<file path="config.mk">
export PLATFORM = sky130hd
export DESIGN_NAME = tsync_supervisor
export DESIGN_NICKNAME = d
export VERILOG_FILES = /design/src/rtl/tsync_pkg.sv /design/src/rtl/tsync_frame_check.sv /design/src/rtl/tsync_clock.sv /design/src/rtl/tsync_timers.sv /design/src/rtl/tsync_supervisor.sv
export SDC_FILE = /design/constraint.sdc
export NUM_CORES = 1
export LEC_CHECK = 0
export BUFFER_PORTS_ARGS = -buffer_cell sky130_fd_sc_hd__buf_4
export CAP_MARGIN = 10
export CORE_ASPECT_RATIO = 0.7
export CORE_UTILIZATION = 38
export CTS_CLUSTER_DIAMETER = 30
export CTS_CLUSTER_SIZE = 25
export DETAILED_ROUTE_END_ITERATION = 8
export PLACE_DENSITY = 0.6
export REMOVE_ABC_BUFFERS = 1
export SLEW_MARGIN = 20
export SYNTH_ARGS = -nofsm -noshare
export SYNTH_HDL_FRONTEND = slang
export SYNTH_SLANG_ARGS = --single-unit
export TNS_END_PERCENT = 20
</file>
<file path="constraint.sdc">
create_clock -name clk -period 9.2 [get_ports clk]
set_clock_uncertainty 0.15 [all_clocks]
set_input_delay 1.84 -clock clk [delete_from_list [all_inputs] [get_ports clk]]
set_output_delay 1.84 -clock clk [all_outputs]
set_load 0.02 [all_outputs]
</file>
<file path="src/rtl/tsync_pkg.sv">
package tsync_pkg;
  localparam int ST_W      = 4;
  localparam int ST_LEAP   = 0;
  localparam int ST_ACK    = 1;
  localparam int ST_TERR   = 2;
  localparam int ST_UNSYNC = 3;

  typedef enum logic [1:0] {
    FR_NONE   = 2'd0,
    FR_ACCEPT = 2'd1,
    FR_RELOAD = 2'd2
  } frame_act_e;
endpackage

</file>
<file path="src/rtl/tsync_frame_check.sv">
module tsync_frame_check
  import tsync_pkg::*;
#(
  parameter int DAY_SEC = 86400,
  parameter int MIN_SEC = 60,
  parameter int TIME_W  = $clog2(DAY_SEC)
) (
  input  logic              frame_vld_i,
  input  logic [TIME_W-1:0] frame_time_i,
  input  logic              fmt_err_i,
  input  logic              src_dcf_i,
  input  logic [TIME_W-1:0] local_time_i,
  input  logic              unsync_i,
  output frame_act_e        act_o
);
  localparam logic [TIME_W-1:0] LAST_C = TIME_W'(DAY_SEC - 1);
  localparam logic [TIME_W-1:0] MIN_C  = TIME_W'(MIN_SEC);

  logic in_range;
  logic on_minute;
  logic well_formed;

  always_comb begin
    in_range    = (frame_time_i <= LAST_C);
    on_minute   = ((frame_time_i % MIN_C) == '0);
    well_formed = !fmt_err_i && in_range && (!src_dcf_i || on_minute);
    act_o       = FR_NONE;
    if (frame_vld_i && well_formed) begin
      if (unsync_i)                          act_o = FR_RELOAD;
      else if (frame_time_i == local_time_i) act_o = FR_ACCEPT;
    end
  end
endmodule

</file>
<file path="src/rtl/tsync_clock.sv">
module tsync_clock #(
  parameter int DAY_SEC = 86400,
  parameter int TIME_W  = $clog2(DAY_SEC)
) (
  input  logic              clk,
  input  logic              rst_n,
  input  logic              tick_i,
  input  logic              load_i,
  input  logic [TIME_W-1:0] load_time_i,
  input  logic              load_leap_i,
  input  logic              arm_leap_i,
  output logic [TIME_W-1:0] time_o,
  output logic              leap_o
);
  localparam logic [TIME_W-1:0] LAST_C = TIME_W'(DAY_SEC - 1);

  logic [TIME_W-1:0] time_q, time_d;
  logic              leap_q, leap_d;
  logic              at_last;
  logic              hold;

  always_comb begin
    at_last = (time_q == LAST_C);
    hold    = tick_i && leap_q && at_last;
    time_d  = time_q;
    leap_d  = leap_q;
    if (load_i) begin
      time_d = load_time_i;
      leap_d = load_leap_i;
    end else begin
      if (tick_i && !hold) time_d = at_last ? '0 : time_q + TIME_W'(1);
      if (arm_leap_i)      leap_d = 1'b1;
      else if (hold)       leap_d = 1'b0;
    end
  end

  always_ff @(posedge clk or negedge rst_n) begin
    if (!rst_n) begin
      time_q <= '0;
      leap_q <= 1'b0;
    end else begin
      time_q <= time_d;
      leap_q <= leap_d;
    end
  end

  assign time_o = time_q;
  assign leap_o = leap_q;


  wrap_to_zero_chk: assert property (@(posedge clk) disable iff (!rst_n)
    (tick_i && !load_i && !leap_q && time_q == LAST_C) |=> (time_q == '0));

  time_idle_chk: assert property (@(posedge clk) disable iff (!rst_n)
    (!tick_i && !load_i) |=> $stable(time_q));

  leap_hold_chk: assert property (@(posedge clk) disable iff (!rst_n)
    (tick_i && !load_i && !arm_leap_i && leap_q && time_q == LAST_C) |=> (time_q == LAST_C && !leap_q));
endmodule

</file>
<file path="src/rtl/tsync_timers.sv">
module tsync_timers #(
  parameter int HOLD_SEC = 600,
  parameter int RES_W    = 16
) (
  input  logic             clk,
  input  logic             rst_n,
  input  logic             tick_i,
  input  logic             clr_i,
  input  logic [RES_W-1:0] reserve_i,
  output logic             err_o,
  output logic             unsync_o
);
  localparam int HOLD_W = $clog2(HOLD_SEC + 1);
  localparam int CNT_W  = ((RES_W > HOLD_W) ? RES_W : HOLD_W) + 1;
  localparam logic [CNT_W-1:0] CNT_MAX = '1;
  localparam logic [CNT_W-1:0] HOLD_C  = CNT_W'(HOLD_SEC);

  logic [CNT_W-1:0] cnt_q, cnt_d, cnt_inc;
  logic             err_q, err_d;
  logic             uns_q, uns_d;

  always_comb begin
    cnt_inc = (cnt_q == CNT_MAX) ? cnt_q : cnt_q + CNT_W'(1);
    cnt_d   = cnt_q;
    err_d   = err_q;
    uns_d   = uns_q;
    if (clr_i) begin
      cnt_d = '0;
      err_d = 1'b0;
      uns_d = 1'b0;
    end else if (tick_i) begin
      cnt_d = cnt_inc;
      if (cnt_inc >= HOLD_C)              err_d = 1'b1;
      if (cnt_inc >= CNT_W'(reserve_i))   uns_d = 1'b1;
    end
  end

  always_ff @(posedge clk or negedge rst_n) begin
    if (!rst_n) begin
      cnt_q <= '0;
      err_q <= 1'b1;
      uns_q <= 1'b1;
    end else begin
      cnt_q <= cnt_d;
      err_q <= err_d;
      uns_q <= uns_d;
    end
  end

  assign err_o    = err_q;
  assign unsync_o = uns_q;


  unsync_on_tick_chk: assert property (@(posedge clk) disable iff (!rst_n)
    $rose(uns_q) |-> $past(tick_i));

  err_on_tick_chk: assert property (@(posedge clk) disable iff (!rst_n)
    $rose(err_q) |-> $past(tick_i));

  clear_flags_chk: assert property (@(posedge clk) disable iff (!rst_n)
    clr_i |=> (!err_q && !uns_q && cnt_q == '0));
endmodule

</file>
<file path="src/rtl/tsync_supervisor.sv">
module tsync_supervisor
  import tsync_pkg::*;
#(
  parameter int DAY_SEC  = 86400,
  parameter int HOLD_SEC = 600,
  parameter int MIN_SEC  = 60,
  parameter int RES_W    = 16,
  localparam int TIME_W  = $clog2(DAY_SEC)
) (
  input  logic              clk,
  input  logic              rst_n,
  input  logic              sec_tick,
  input  logic              src_dcf,
  input  logic              frame_vld,
  input  logic [TIME_W-1:0] frame_time,
  input  logic              frame_fmt_err,
  input  logic              frame_leap,
  input  logic [RES_W-1:0]  reserve_sec,
  output logic [TIME_W-1:0] local_time,
  output logic [ST_W-1:0]   status
);
  localparam logic [TIME_W-1:0] LAST_C = TIME_W'(DAY_SEC - 1);

  frame_act_e act;
  logic       load, accepted, arm_leap;
  logic       leap_pend, err_flag, uns_flag;
  logic       ack_q, ack_d;

  tsync_frame_check #(.DAY_SEC(DAY_SEC), .MIN_SEC(MIN_SEC), .TIME_W(TIME_W)) u_check (
    .frame_vld_i (frame_vld),
    .frame_time_i(frame_time),
    .fmt_err_i   (frame_fmt_err),
    .src_dcf_i   (src_dcf),
    .local_time_i(local_time),
    .unsync_i    (uns_flag),
    .act_o       (act)
  );

  always_comb begin
    load     = (act == FR_RELOAD);
    accepted = (act != FR_NONE);
    arm_leap = (act == FR_ACCEPT) && frame_leap;
    ack_d    = accepted;
  end

  tsync_clock #(.DAY_SEC(DAY_SEC), .TIME_W(TIME_W)) u_clock (
    .clk        (clk),
    .rst_n      (rst_n),
    .tick_i     (sec_tick),
    .load_i     (load),
    .load_time_i(frame_time),
    .load_leap_i(frame_leap),
    .arm_leap_i (arm_leap),
    .time_o     (local_time),
    .leap_o     (leap_pend)
  );

  tsync_timers #(.HOLD_SEC(HOLD_SEC), .RES_W(RES_W)) u_timers (
    .clk      (clk),
    .rst_n    (rst_n),
    .tick_i   (sec_tick),
    .clr_i    (accepted),
    .reserve_i(reserve_sec),
    .err_o    (err_flag),
    .unsync_o (uns_flag)
  );

  always_ff @(posedge clk or negedge rst_n) begin
    if (!rst_n) ack_q <= 1'b0;
    else        ack_q <= ack_d;
  end

  always_comb begin
    status            = '0;
    status[ST_LEAP]   = leap_pend;
    status[ST_ACK]    = ack_q;
    status[ST_TERR]   = err_flag;
    status[ST_UNSYNC] = uns_flag;
  end


  bad_frame_no_ack_chk: assert property (@(posedge clk) disable iff (!rst_n)
    (frame_vld && frame_fmt_err) |=> !status[ST_ACK]);

  ack_flags_clear_chk: assert property (@(posedge clk) disable iff (!rst_n)
    status[ST_ACK] |-> (!status[ST_TERR] && !status[ST_UNSYNC]));

  reload_time_chk: assert property (@(posedge clk) disable iff (!rst_n)
    (frame_vld && !frame_fmt_err && !src_dcf && status[ST_UNSYNC] && frame_time <= LAST_C)
      |=> (local_time == $past(frame_time)));
endmodule

</file>
After elaboration in Yosys (flattened, before gate mapping)

Cells that the tools add are included.

Add/subtract/negate cells: 2
Divide/modulo/power cells: 1
Magnitude comparators: 3
Eq/ne operators: 5
Multiplexer cells: 18
Reduce and logical (&&, ||, !) cells: 20

Operators with widths:

| kind                                                                                  | number |
|---|---|
| 17-bit two-way mux                                                                    | 6 |
| 17-bit by 1-bit adder with 17-bit output, second input constant                       | 2 |
| 17-bit == test, second input constant                                                 | 2 |
| 17-bit == test                                                                        | 1 |
| 17-bit by 10-bit greater-or-equal comparator with 1-bit output, second input constant | 1 |
| 17-bit by 16-bit greater-or-equal comparator with 1-bit output                        | 1 |
| 17-bit less-or-equal comparator, second input constant                                | 1 |
| 17-bit zero test                                                                      | 1 |
| 17-bit by 6-bit modulo with 17-bit output, second input constant                      | 1 |
| 1-bit two-way mux                                                                     | 10 |
| 2-bit nonzero test                                                                    | 5 |
| 1-bit logical AND                                                                     | 7 |
| 2-bit two-way mux                                                                     | 2 |
| 2-bit AND reduction                                                                   | 2 |
| 1-bit zero test                                                                       | 3 |
| 3-bit nonzero test                                                                    | 1 |
| 2-bit by 1-bit == test with 1-bit output, second input constant                       | 1 |
| 2-bit == test, second input constant                                                  | 1 |
| 1-bit logical OR                                                                      | 1 |

Register bits after elaboration: 38
Logic and storage cells: 55

Depth between registers and ports, before layout

Depth after elaboration: 10
Depth in mapped cells: 26
Depth with buffers taken out: 24

Cells and area by module

A second synthesis with hierarchy kept.

Cell total of the unflattened synthesis: 652
Area, all modules: 5086.1 um^2

By module, submodules not included:

| module            | times used | cells an instance | area an instance (um^2) | seq. area each (um^2) |
|---|---|---|---|---|
| tsync_frame_check | 1          | 269               | 1916.8                  | 0.0 |
| tsync_timers      | 1          | 232               | 1898.1                  | 478.0 |
| tsync_clock       | 1          | 143               | 1191.1                  | 450.4 |
| tsync_supervisor  | 1          | 8                 | 80.1                    | 25.0 |

Worst setup path after synthesis

Ideal clock, no wire load.

Path type: input-to-reg
From: in frame_time[15]
To: reg u_clock.time_q[0] (netlist: u_clock.time_o[0])
Library setup time: 0.128 ns
Arrival time: 7.064 ns
Setup slack: 1.858 ns
Stages: 21
Buffers on the path: 3
Path through: buf_2 -> nand3_1 -> nand2_1 -> mux2_2 -> or4_1 -> a32o_1 -> o2111a_1 -> a211oi_4 -> nor3_1 -> or3_1 -> a221oi_2 -> or4_1 -> and3_1 -> buf_2 -> o221ai_1 -> or3_1 -> a211o_1 -> o311a_1 -> o31ai_4 -> buf_6 -> mux2_1

Longest elaborated chain between the ends: 8
Elaborated cells on any way between the ends: 14
Classes of those cells: 1 x div; 1 x order compare; 2 x eq/ne; 4 x mux; 6 x reduce/logical

RTL lines:

| item                                                            | line                    | text |
|---|---|---|
| start: declaration                                              | tsync_supervisor.sv:15  | `input logic [TIME_W-1:0] frame_time,` |
| 17-bit by 6-bit modulo with 17-bit output                       | tsync_frame_check.sv:25 | `on_minute = ((frame_time_i % MIN_C) == '0);` |
| 17-bit zero test                                                | tsync_frame_check.sv:25 |  |
| 1-bit logical OR                                                | tsync_frame_check.sv:26 | `well_formed = !fmt_err_i && in_range && (!src_dcf_i \|\| on_minute);` |
| 1-bit logical AND                                               | tsync_frame_check.sv:26 |  |
| 1-bit logical AND                                               | tsync_frame_check.sv:28 | `if (frame_vld_i && well_formed) begin` |
| 2-bit two-way mux *                                             | tsync_frame_check.sv:28 |  |
| 2-bit == test *                                                 | tsync_supervisor.sv:40  | `load = (act == FR_RELOAD);` |
| 17-bit two-way mux / 2-bit nonzero test (equally long branches) | -                       |  |
| end signal: assignment                                          | tsync_clock.sv:42       | `time_q <= time_d;` |
| end: declaration                                                | tsync_clock.sv:17       | `logic [TIME_W-1:0] time_q, time_d;` |

Mark *: on every way between the ends. The rest lies on a longest branch, timed or not.
A chain may end at the register's enable or synchronous reset.

Worst setup path in the final report

From: in frame_time[16]
To: reg u_clock.time_q[15] (netlist: u_clock.time_o[15])

Same word-level chain as after synthesis.

==> results.md <==
* Status: finished clean
* Final hold violation count at 0
* Max VDD drop at approximately 0.00009 V
* Synth Warn # at 0
* Maximum fanout along the worst path at 17
* Clock root cell: clkbuf_16
* Layout cells sized above 1 at 0.152
* Asr flop ratio synth at 1.00
* R2r startpoint: u_timers.cnt_q[3]
* P_int at 0.502 mW
* Final setup margin at 0.998 ns
* Combinational share of power at 0.527
* Worst-path clk slew at 0.06 ns
* Routed Antenna Nets at 0
* FF-to-FF setup slack at 4.12 ns
* Lkg Pwr at around 2.3 nW
* CTS tree: yes
* First-pass GRT wire length at 21,400 µm
* Endpoint class of the critical path: flop
* Critical path class: input port to flop
* Starting DRT DRC Count at 337
* Chip width at 133 µm
* Slew @ Worst Pin at 0.948 ns
* Final RePlAce weighted congestion at 0.913
* Yosys reg bits at 38
* Multi-input logic area at 3310 µm²
* P_sw at approximately 0.41 mW
* Gr usage total at 0.219
* FILL cells at 1,158
* Cell variety after synth at 83
* Sequential share of the synthesized area at 0.210
* Unrepaired setup endpoints after global routing: no
* Data required time of the worst path at 9.22 ns
* Critical Path AT at 8.22 ns
* Area contributors post-synth: dfrtp_1 20%, xnor2_1 6.4%, xor2_1 5.4%
* Port Buffers at 60
* Boundary Pins at 61
* Largest net degree at the start of global routing at 39
* Switching fraction of total power at 0.448
* TritonRoute pass-1 iters at 6
* # hold bufs at CTS at 0
* Grt ovf at 0
* Share of the synthesized area in the top cell type at 0.198
* Most common cell after layout, fill and taps aside: buf_4
* Setup Buffers After CTS at 0
* Crit path launch: frame_time[16]
* Clk buf depth at 2
* Number of global-route vias before repair at between 4,000 and 5,000
* Initial Util at 0.389
* Post-synth EDFFs at 0
* Most frequent cells in the layout: 63 x buf_4, 53 x nand2_1, 45 x nor2_1
* Share of total power in sequential cells at 0.291
* Cts repair resizes at 0
* Die ar. at 12,400 µm²
* Area delta synth->final at 13.9%
* Final setup viols at 0
* Maxcap violations at 0
* Worst setup path end: u_clock.time_o[15]
* Vias per cell at 5.80
* Final Max Tran Viols at 0
* Min Tclk post-route at 8.20 ns
* Fin Setup TNS at 0 ns
* Core Rows at 33
* Reg2reg end: u_timers.unsync_o
* Post-DP HPWL at 10,100 µm
* Fmax at 122 MHz
* Core area at ~12,000 µm²
* Pwr per Cell Area at 175 nW/µm²
* DR WL/cell at 16.9 µm
* Synth Cell Area at 4540 µm²
* Dominant synthesized flop cell: dfrtp_1
* Clk Latency, worst-skew pair at between 0.2 and 0.3 ns
* CTS Buf Count at 5
* Area leader, netlist: dfrtp_1
* Seq. cell area at 953 µm²
* DP Worst Slack at 0.892 ns
* Startpoint types: input port
* NumNets Final at between 600 and 700
* DR vias at 4,498
* Slew margin rel. at 0.368
* Worst hold path class: flop to flop
* Drt total wl at 13,100 µm
* Syn Area/Cell at about 7.8 µm²
* DRC errors left at 0
* Clk sinks at 38
* H-tree Lvls at 2
* R2r worst-path depth at 24
* Die Y at approximately 93 µm
* Synth Instances at 585
* Initial antenna violation count at 0
* Crit share post-route at 0.891
* ANT cells at 0
* Clk network pwr share at 0.182
[cells by family after synthesis]
kind of cell             after synthesis  share of synthesized area
XOR/XNOR                              61                      0.118
adder cells (fa/ha/maj)               19                     0.0518
buffers and inverters                 64                     0.0625
AO/OA/AOI/OAI                        152                      0.246
AND/OR/NAND/NOR                      229                      0.261
flip-flops                            38                      0.210
multiplexers                          22                     0.0518
[layout make-up]
type,count,area share
Tap cell,157,0.0380
Inverter,27,0.0196
Multi-Input combinational cell,483,0.640
Timing Repair Buffer,63,0.0914
Sequential cell,38,0.184
Clock inverter,1,0.00145
Clock buffer,6,0.0249
[through the flow]
stage | utilization | instance area (µm²) | total power, mW | cells | hold slack, ns
2_1_floorplan | - | 4360 | 0.577 | 548 | 0.355
3_3_place_gp | 0.431 | 5040 | 0.732 | 768 | 0.404
3_5_place_dp | 0.431 | 5040 | 0.736 | 768 | 0.400
4_1_cts | 0.443 | 5170 | 0.907 | 775 | 0.424
5_1_grt | 0.443 | 5170 | 0.980 | 775 | 0.466
6_report | 0.443 | 5170 | 0.908 | 775 | 0.421
[worst min path at each step]
stage                               to  slack (ns)  cells after the start               start
floorplan           u_timers.cnt_q[16]        0.36                      2  u_timers.cnt_q[16]
global placement    u_timers.cnt_q[16]        0.40                      2  u_timers.cnt_q[16]
detailed placement  u_timers.cnt_q[16]        0.40                      2  u_timers.cnt_q[16]
CTS                 u_timers.cnt_q[16]        0.42                      2  u_timers.cnt_q[16]
global route        u_timers.cnt_q[15]        0.47                      2  u_timers.cnt_q[15]
finish              u_timers.cnt_q[16]        0.42                      2  u_timers.cnt_q[16]
[flip-flops by register name, indices dropped and copies added (netlist names)]
| signal | cells |
|---|---|
| u_timers.err_o | 1 |
| u_clock.leap_o | 1 |
| u_timers.unsync_o | 1 |
| ack_q | 1 |
| u_timers.cnt_q | 17 |
| u_clock.time_o | 17 |
[cell usage after synthesis (4+ instances only)]
cell and n:
nand2_1 53, nor2_1 45, dfrtp_1 36, xnor2_1 33, xor2_1 28, a21oi_1 27
inv_1 27, and3_1 25, nand3_1 25, o21ai_0 24, clkbuf_1 18, ha_1 18
nor3_1 16, a21o_1 13, and2_1 12, buf_2 11, mux2i_1 10, nand4_1 10
o211ai_1 10, a211oi_1 9, nor4_1 9, a31oi_1 6, buf_4 6, mux2_1 6
mux2_2 6, and4_1 5, or3_1 5, a211o_1 4, nor3b_1 4, o21a_1 4
o221ai_1 4
[power groups by stage]
stage	logic (mW)	clock network [mW]	registers (mW)
after floorplan	0.303	0	0.274
after global placement	0.469	0	0.263
after detailed placement	0.470	0	0.266
after CTS	0.475	0.169	0.263
after global routing	0.533	0.176	0.271
final	0.479	0.165	0.264
[per-layer routing]
| metal | GRT usage | wire, µm | up-vias | part of all wire |
|---|---|---|---|---|
| met5 | 0 | 0 | - | 0 |
| met4 | 0.0441 | 81 | 0 | 0.0062 |
| met3 | 0.0347 | 802 | 11 | 0.061 |
| met2 | 0.305 | 5330 | 152 | 0.41 |
| met1 | 0.343 | 6860 | 2122 | 0.52 |
| li1 | - | - | 2213 | - |
[critical path, stage by stage]
cell       delay, ns
buf_4           0.17
o211ai_1        0.32
a22o_1          0.25
o21ai_1         0.19
or4_1           0.46
a32o_1          0.34
o2111a_1        0.22
a211o_1         0.35
a221oi_1        0.43
o22ai_1         0.18
and3_1          0.23
o21ai_1         0.26
nand2_1         0.25
o32ai_1         0.66
a2111oi_0       0.17
a211oi_1        0.42
nand2_1         0.20
o31ai_4         0.84
mux2_2          0.42
Note: power is estimated with default switching activity, not from simulation.
